===== src/rtl/trap_seq_pkg.sv =====
package trap_seq_pkg;

   typedef enum logic [1:0] {
      WIN_KEEP  = 2'd0,
      WIN_CLEAN = 2'd1,
      WIN_SPILL = 2'd2,
      WIN_FILL  = 2'd3
   } win_op_e;

   typedef struct packed {
      logic intr_glob;
      logic mmu_glob;
      logic alt_glob;
      logic fpu_en;
      logic priv;
   } mode_t;

   localparam int TT_W   = 9;
   localparam int MODE_W = 5;

   localparam logic [TT_W-1:0] TY_CLEAN    = 9'h024;
   localparam logic [TT_W-1:0] TY_VECINT   = 9'h060;
   localparam logic [TT_W-1:0] TY_IFAULT   = 9'h008;
   localparam logic [TT_W-1:0] TY_DFAULT   = 9'h030;
   localparam logic [TT_W-1:0] TY_XLATE_LO = 9'h064;
   localparam logic [TT_W-1:0] TY_XLATE_HI = 9'h06F;
   localparam logic [2:0]      GRP_SPILL   = 3'b010;
   localparam logic [2:0]      GRP_FILL    = 3'b011;

   localparam int VEC_ALIGN = 15;
   localparam int NEST_BIT  = 14;
   localparam int TT_SHIFT  = 5;

endpackage


===== src/rtl/trap_class_dec.sv =====
module trap_class_dec
   import trap_seq_pkg::*;
(
   input  logic [TT_W-1:0] ttype_i,
   output mode_t           mode_o,
   output win_op_e         win_op_o
);

   logic is_mmu;
   logic is_vec;

   always_comb begin
      is_mmu = (ttype_i == TY_IFAULT) || (ttype_i == TY_DFAULT) ||
               ((ttype_i >= TY_XLATE_LO) && (ttype_i <= TY_XLATE_HI));
      is_vec = (ttype_i == TY_VECINT);

      mode_o           = '0;
      mode_o.priv      = 1'b1;
      mode_o.fpu_en    = 1'b1;
      mode_o.mmu_glob  = is_mmu;
      mode_o.intr_glob = is_vec;
      mode_o.alt_glob  = !is_mmu && !is_vec;
   end

   always_comb begin
      if (ttype_i == TY_CLEAN)
         win_op_o = WIN_CLEAN;
      else if (ttype_i[8:6] == GRP_SPILL)
         win_op_o = WIN_SPILL;
      else if (ttype_i[8:6] == GRP_FILL)
         win_op_o = WIN_FILL;
      else
         win_op_o = WIN_KEEP;
   end

endmodule


===== src/rtl/trap_win_adj.sv =====
module trap_win_adj
   import trap_seq_pkg::*;
#(
   parameter int NWIN = 8,
   localparam int CW  = $clog2(NWIN)
) (
   input  win_op_e         op_i,
   input  logic [CW-1:0]   cwp_i,
   input  logic [CW-1:0]   cansave_i,
   output logic [CW-1:0]   cwp_o
);

   localparam int EW = CW + 2;
   localparam logic [EW-1:0] N_E  = EW'(NWIN);
   localparam logic [EW-1:0] N2_E = EW'(2 * NWIN);
   localparam bit POW2 = ((1 << CW) == NWIN);

   logic [EW-1:0] cw_e;
   logic [EW-1:0] cs_e;
   logic [EW-1:0] raw;

   always_comb begin
      cw_e = EW'(cwp_i);
      cs_e = EW'(cansave_i);
      unique case (op_i)
         WIN_CLEAN: raw = cw_e + N_E - EW'(1);
         WIN_SPILL: raw = cw_e + N2_E - cs_e - EW'(2);
         WIN_FILL:  raw = cw_e + EW'(1);
         default:   raw = cw_e;
      endcase
   end

   generate
      if (POW2) begin : g_mask
         assign cwp_o = raw[CW-1:0];
      end else begin : g_mod
         logic [EW-1:0] rem;
         assign rem   = raw % N_E;
         assign cwp_o = rem[CW-1:0];
      end
   endgenerate

endmodule


===== src/rtl/trap_stack.sv =====
module trap_stack
   import trap_seq_pkg::*;
#(
   parameter int DEPTH = 6,
   parameter int AW    = 64,
   parameter int TS_W  = 32,
   parameter int TL_W  = 3
) (
   input  logic              clk,
   input  logic              rst_n,
   input  logic              we_i,
   input  logic [TL_W-1:0]   wlvl_i,
   input  logic [TS_W-1:0]   tstate_i,
   input  logic [AW-1:0]     tpc_i,
   input  logic [AW-1:0]     tnpc_i,
   input  logic [TT_W-1:0]   tt_i,
   input  logic [TL_W-1:0]   rlvl_i,
   output logic [TS_W-1:0]   tstate_o,
   output logic [AW-1:0]     tpc_o,
   output logic [AW-1:0]     tnpc_o,
   output logic [TT_W-1:0]   tt_o
);

   logic [TS_W-1:0] st_q  [DEPTH];
   logic [AW-1:0]   pc_q  [DEPTH];
   logic [AW-1:0]   npc_q [DEPTH];
   logic [TT_W-1:0] tt_q  [DEPTH];

   generate
      for (genvar g = 0; g < DEPTH; g++) begin : g_ent
         localparam logic [TL_W-1:0] LVL = TL_W'(g + 1);
         always_ff @(posedge clk) begin
            if (!rst_n) begin
               st_q[g]  <= '0;
               pc_q[g]  <= '0;
               npc_q[g] <= '0;
               tt_q[g]  <= '0;
            end else if (we_i && (wlvl_i == LVL)) begin
               st_q[g]  <= tstate_i;
               pc_q[g]  <= tpc_i;
               npc_q[g] <= tnpc_i;
               tt_q[g]  <= tt_i;
            end
         end
      end
   endgenerate

   always_comb begin
      tstate_o = '0;
      tpc_o    = '0;
      tnpc_o   = '0;
      tt_o     = '0;
      for (int i = 0; i < DEPTH; i++) begin
         if (rlvl_i == TL_W'(i + 1)) begin
            tstate_o = st_q[i];
            tpc_o    = pc_q[i];
            tnpc_o   = npc_q[i];
            tt_o     = tt_q[i];
         end
      end
   end

endmodule


===== src/rtl/trap_entry_seq.sv =====
module trap_entry_seq
   import trap_seq_pkg::*;
#(
   parameter int AW     = 64,
   parameter int TS_W   = 32,
   parameter int NWIN   = 8,
   parameter int MAX_TL = 6,
   localparam int TL_W  = $clog2(MAX_TL + 1),
   localparam int CW    = $clog2(NWIN)
) (
   input  logic              clk,
   input  logic              rst_n,
   input  logic              req_i,
   input  logic [8:0]        ttype_i,
   input  logic [AW-1:0]     pc_i,
   input  logic [AW-1:0]     npc_i,
   input  logic [TS_W-1:0]   tstate_i,
   input  logic [CW-1:0]     cwp_i,
   input  logic [CW-1:0]     cansave_i,
   input  logic [AW-1:0]     tba_i,
   input  logic [TL_W-1:0]   rd_lvl_i,
   output logic [AW-1:0]     pc_o,
   output logic [AW-1:0]     npc_o,
   output logic [TL_W-1:0]   tl_o,
   output logic [CW-1:0]     cwp_o,
   output logic [4:0]        mode_o,
   output logic              red_o,
   output logic              err_o,
   output logic              done_o,
   output logic [TS_W-1:0]   rd_tstate_o,
   output logic [AW-1:0]     rd_tpc_o,
   output logic [AW-1:0]     rd_tnpc_o,
   output logic [8:0]        rd_tt_o
);

   localparam logic [TL_W-1:0] TL_TOP  = TL_W'(MAX_TL);
   localparam logic [TL_W-1:0] TL_LAST = TL_W'(MAX_TL - 1);
   localparam logic [AW-1:0]   STEP    = AW'(4);

   generate
      if (NWIN < 2) begin : g_bad_nwin
         $error("NWIN must be at least 2");
      end
      if (MAX_TL < 2) begin : g_bad_tl
         $error("MAX_TL must be at least 2");
      end
      if (AW < VEC_ALIGN + 1) begin : g_bad_aw
         $error("AW too narrow for the vector layout");
      end
   endgenerate

   logic [TL_W-1:0] tl_q;
   logic            red_q;
   logic            err_q;
   logic            done_q;
   logic [AW-1:0]   pc_q;
   logic [AW-1:0]   npc_q;
   logic [CW-1:0]   cwp_q;
   mode_t           mode_q;

   mode_t           mode_d;
   win_op_e         win_op;
   logic [CW-1:0]   cwp_d;
   logic [TL_W-1:0] tl_d;
   logic            accept;
   logic            fault;
   logic            nested;
   logic [AW-1:0]   vec;

   trap_class_dec u_dec (
      .ttype_i  (ttype_i),
      .mode_o   (mode_d),
      .win_op_o (win_op)
   );

   trap_win_adj #(.NWIN(NWIN)) u_win (
      .op_i      (win_op),
      .cwp_i     (cwp_i),
      .cansave_i (cansave_i),
      .cwp_o     (cwp_d)
   );

   always_comb begin
      accept = req_i && !err_q && (tl_q < TL_TOP);
      fault  = req_i && !err_q && (tl_q >= TL_TOP);
      tl_d   = tl_q + TL_W'(1);
      nested = (tl_d > TL_W'(1));
      vec    = {tba_i[AW-1:VEC_ALIGN], nested, ttype_i, {TT_SHIFT{1'b0}}};
   end

   trap_stack #(
      .DEPTH (MAX_TL),
      .AW    (AW),
      .TS_W  (TS_W),
      .TL_W  (TL_W)
   ) u_stack (
      .clk      (clk),
      .rst_n    (rst_n),
      .we_i     (accept),
      .wlvl_i   (tl_d),
      .tstate_i (tstate_i),
      .tpc_i    (pc_i),
      .tnpc_i   (npc_i),
      .tt_i     (ttype_i),
      .rlvl_i   (rd_lvl_i),
      .tstate_o (rd_tstate_o),
      .tpc_o    (rd_tpc_o),
      .tnpc_o   (rd_tnpc_o),
      .tt_o     (rd_tt_o)
   );

   always_ff @(posedge clk) begin
      if (!rst_n) begin
         tl_q   <= '0;
         red_q  <= 1'b0;
         err_q  <= 1'b0;
         done_q <= 1'b0;
         pc_q   <= '0;
         npc_q  <= '0;
         cwp_q  <= '0;
         mode_q <= '0;
      end else begin
         done_q <= accept;
         if (fault)
            err_q <= 1'b1;
         if (accept) begin
            tl_q   <= tl_d;
            if (tl_q == TL_LAST)
               red_q <= 1'b1;
            pc_q   <= vec;
            npc_q  <= vec + STEP;
            cwp_q  <= cwp_d;
            mode_q <= mode_d;
         end
      end
   end

   assign pc_o   = pc_q;
   assign npc_o  = npc_q;
   assign tl_o   = tl_q;
   assign cwp_o  = cwp_q;
   assign mode_o = mode_q;
   assign red_o  = red_q;
   assign err_o  = err_q;
   assign done_o = done_q;

endmodule


===== config.mk =====
export PLATFORM = sky130hd
export DESIGN_NAME = trap_entry_seq
export DESIGN_NICKNAME = d
export VERILOG_FILES = /design/src/rtl/trap_seq_pkg.sv /design/src/rtl/trap_class_dec.sv /design/src/rtl/trap_win_adj.sv /design/src/rtl/trap_stack.sv /design/src/rtl/trap_entry_seq.sv
export SDC_FILE = /design/constraint.sdc
export NUM_CORES = 1
export LEC_CHECK = 0
export BUFFER_PORTS_ARGS = -buffer_cell sky130_fd_sc_hd__buf_2
export CAP_MARGIN = 20
export CORE_MARGIN = 5
export CORE_UTILIZATION = 59
export CTS_BUF_LIST = sky130_fd_sc_hd__clkbuf_8 sky130_fd_sc_hd__clkbuf_16
export CTS_CLUSTER_DIAMETER = 30
export CTS_CLUSTER_SIZE = 20
export DETAILED_ROUTE_END_ITERATION = 10
export PLACE_DENSITY_LB_ADDON = 0.25
export SLEW_MARGIN = 10
export SYNTH_ARGS = -nofsm -noshare
export SYNTH_HDL_FRONTEND = slang
export SYNTH_HIERARCHICAL = 1
export SYNTH_SLANG_ARGS = --single-unit

===== constraint.sdc =====
create_clock -name clk -period 21.5 [get_ports clk]
set_input_delay 6.45 -clock clk [delete_from_list [all_inputs] [get_ports clk]]
set_output_delay 6.45 -clock clk [all_outputs]
set_load 0.02 [all_outputs]

==> flow_summary_export.csv <==
group,metric,value,unit
setup_path,critical_path.slowest_cell,"buf_4",
final_layout,drive_above_1_share,0.250,
yosys,synth-edff-count,1014,
yosys,avgSynthCellArea,13.0,um^2
clock_tree,clk_path_buf_depth,3,
global_route,grt_use_total,0.315,
flow_run,cap_viol_max_count,0,
floorplan,die-area,90100,um^2
detailed_routing,first_pass_iters,5,
timing,slew_headroom,0.207,
pwr,p_sw_frac,0.241,
setup_path,r2r_slack,17.40,ns
clock_tree,cts_resized,0,
detailed_routing,wl_met2,72200,um
setup_path,path_class,"primary input to output pin",
timing,timing.fmax,59.8,MHz
yosys,ys.warnings.count,6,
setup_path,cp.required,15.05,ns
setup_path,critPathTopFamily,"buffers and inverters",
detailed_routing,viasPerCell,6.24,
setup_path,rr_worst_depth,7,
placement,gp_congestion,0.849,
hold_path,hold_path_end,"npc_o[2]$_SDFFE_PN0P_",
hold_path,min_delay_path_depth,1,
timing,hold_viol_final,0,
final_layout,layout_common_cells,"and2_1, edfxtp_1, buf_2, a21oi_1, nand3_1",
clock_tree,htreeDepth,4,
pwr,internal-power,4.60,mW
timing,finalClockSkew,0.0554,ns
detailed_routing,antenna_left,0,
pwr,p_seq_frac,0.407,
setup_path,critPathLaunchType,"primary input",
setup_path,crit_path_end_kind,"output pin",
floorplan,core,83600,um^2
detailed_routing,m1WireLength,54500,um
timing,min_period,16.72,ns
pwr,ir_drop,70.2,uV
outcome,status,"completed",
floorplan,chipWidth,300,um
setup_path,crit_buf_inv,5,
detailed_routing,drt_wl_total,146000,um
pwr,power_frac_comb,0.084,
hold_path,hp-start,"npc_o[2]$_SDFFE_PN0P_",
final_layout,fin_area,59000,um^2
clock_tree,clk_pin_slew_worst_paths,0.05,ns
timing,slew_violations,0,
clock_tree,clk_latency,0.76,ns
clock_tree,cts_setup_buffers,0,
clock_tree,holdBufCountCts,0,
clock_tree,cts_root_buffer,"clkbuf_16",
placement,port_buffers,531,
global_route,grt_pass1_wl,214000,um
yosys,syn_area,49700,um^2
placement,dpl-instance-area,52300,um^2
timing,setup_viol,0,
detailed_routing,post_drt_wl_per_cell,26.7,um
yosys,postSynthRegisterBits,1088,
clock_tree,numCtsBuffers,192,
setup_path,r2r-end,"u_stack/pc_q[0][45]$_SDFFCE_PN0P_",
yosys,yosysSeqAreaShare,0.643,
detailed_routing,wl_met3,13700,um
hold_path,hp-class,"register to register",
setup_path,cp.arrival,10.27,ns
final_layout,areaGrowthSynthToFinish,18.9,%
yosys,synth_cells,3824,
setup_path,crit_chain,"clkbuf_8 -> buf_4 -> nor2b_4 -> buf_4 -> buf_4 -> a2bb2oi_1 -> o21ai_0 -> buf_2",
global_route,grt_pass1_vias,34800,
final_layout,multi_input_area,15800,um^2
clock_tree,cts_tree,"yes",
detailed_routing,drc,0,
timing,worstMarginPinSlew,1.19,ns
yosys,synth.distinct_cells,51,
pwr,p_leak,23.0,nW
setup_path,crit_start,"rd_lvl_i[2]",
final_layout,fill_cells,5525,
placement,dp_hpwl,71500,um
global_route,grt_start_max_net_pins,170,
setup_path,cpMostUsedCell,"buf_4",
floorplan,row_count,106,
setup_path,max_stage_delay,0.91,ns
final_layout,ff_latch_area,31900,um^2
global_route,grt_antenna_before_repair,41,
final_layout,fin_nets,4457,
setup_path,r2r_start,"tl_o[0]$_SDFFE_PN0P_",
floorplan,fp.dieH,300,um
detailed_routing,drt_iter0_drc,3280,
clock_tree,numClockSinks,1088,
pwr,p_clk_frac,0.509,
timing,tns,0,ns
timing,rsz0062_at_grt,"no",
floorplan,pin_count,556,
timing,fin_crit_sh,0.777,
global_route,grt_overflow,0,
setup_path,crit_path_max_fanout,73,
yosys,postSynth.asyncResetShare,0,
pwr,power_switching,1.46,mW
detailed_routing,topRoutingLayerUsed,"met5",
floorplan,initial_core_util,0.594,
detailed_routing,vias,34100,
yosys,synth_flop_cell,"edfxtp_1",
pwr,power_density,103,nW/um^2
==> synth_stat cells, types with 4 or more instances <==
cell type  instances  area (um^2)
buf_6              7         78.8
o21ai_0           77          385
nand2_1            8         30.0
inv_1              8         30.0
clkbuf_1         151          567
a21oi_1          240         1200
buf_4             77          578
mux2_2           168         1890
nor2_1             5         18.8
a32oi_1          169         1480
edfxtp_1        1014        30400
dfxtp_1           74         1480
nand3_1          236         1180
buf_1              9         33.8
nor3_1             4         20.0
nor2b_1            7         43.8
and2_1          1014         6340
nand2b_1         173         1080
buf_2            158          791
ha_1               8          100
nor2_2             5         31.3
o32ai_1          168         1470
xor2_1             4         35.0
==> cells by family after synthesis <==
logic type,count (synthesis),share of synthesized area
fa+ha+maj,8,0.00202
compound gates,667,0.0936
simple gates,1466,0.179
xor+xnor,6,0.00106
mux,171,0.0387
flops,1088,0.643
buf+inv,416,0.0430
other cells,2,0.000151
==> metal layers <==
layer  vias to the layer above  global-route usage
met3                       335              0.0657
li1                      14900                   -
met2                      1998               0.533
met4                        24               0.141
met5                         -                   0
met1                     16900               0.395
==> final cells by class <==
type,count,area share
Multi-Input combinational cell,2329,0.267
Antenna cell,20,0.000848
Sequential cell,1088,0.541
Inverter,11,0.000869
Clock buffer,195,0.0826
Timing Repair Buffer,582,0.0534
Clock inverter,167,0.0312
Tap cell,1080,0.0229
==> how the worst max path moves through the flow <==
| stage | end | depth (start not counted) |
|---|---|---|
| after floorplan | u_stack/npc_q[1][100]$_SDFFCE_PN0P_ | 5 |
| after global routing | rd_tstate_o[30] | 8 |
| after detailed placement | rd_tstate_o[30] | 8 |
| after CTS | rd_tstate_o[30] | 8 |
| after global placement | rd_tstate_o[30] | 8 |
| final | rd_tstate_o[30] | 8 |
==> registers in the layout, summed over array words and instances (netlist names) <==
name,cells
u_stack/st_q,192
done_o,1
err_o,1
tl_o,3
mode_o,5
cwp_o,3
red_o,1
u_stack/pc_q,384
npc_o,2
u_stack/npc_q,384
pc_o,58
u_stack/tt_q,54
==> power by group through the flow <==
| stage | clock network (mW) | logic, mW | registers, mW |
|---|---|---|---|
| 3_5_place_dp | 0 | 0.504 | 2.51 |
| 4_1_cts | 3.11 | 0.508 | 2.47 |
| 6_report | 3.08 | 0.509 | 2.47 |
| 3_3_place_gp | 0 | 0.499 | 2.50 |
| 2_1_floorplan | 0 | 0.297 | 2.56 |
| 5_1_grt | 3.21 | 0.538 | 2.48 |
==> worst reg2reg max path: cells and delay by family (launching register included) <==
family | cells | cell delay [ns]
flops | 1 | 0.42
buf+inv | 3 | 1.99
fa+ha+maj | 1 | 0.48
simple gates | 3 | 1.05
==> metrics by stage <==
stage	hold WS [ns]	std cells	power [mW]	setup WS, ns	utilization
finish	0.468	5472	6.06	4.78	0.707
global route	0.501	5468	6.23	4.75	0.706
CTS	0.472	5452	6.08	4.91	0.706
global placement	0.444	5089	3.00	4.91	0.625
floorplan	0.554	3833	2.86	1.26	-
detailed placement	0.457	5090	3.01	4.93	0.626
(Power assumes the default switching activity.)
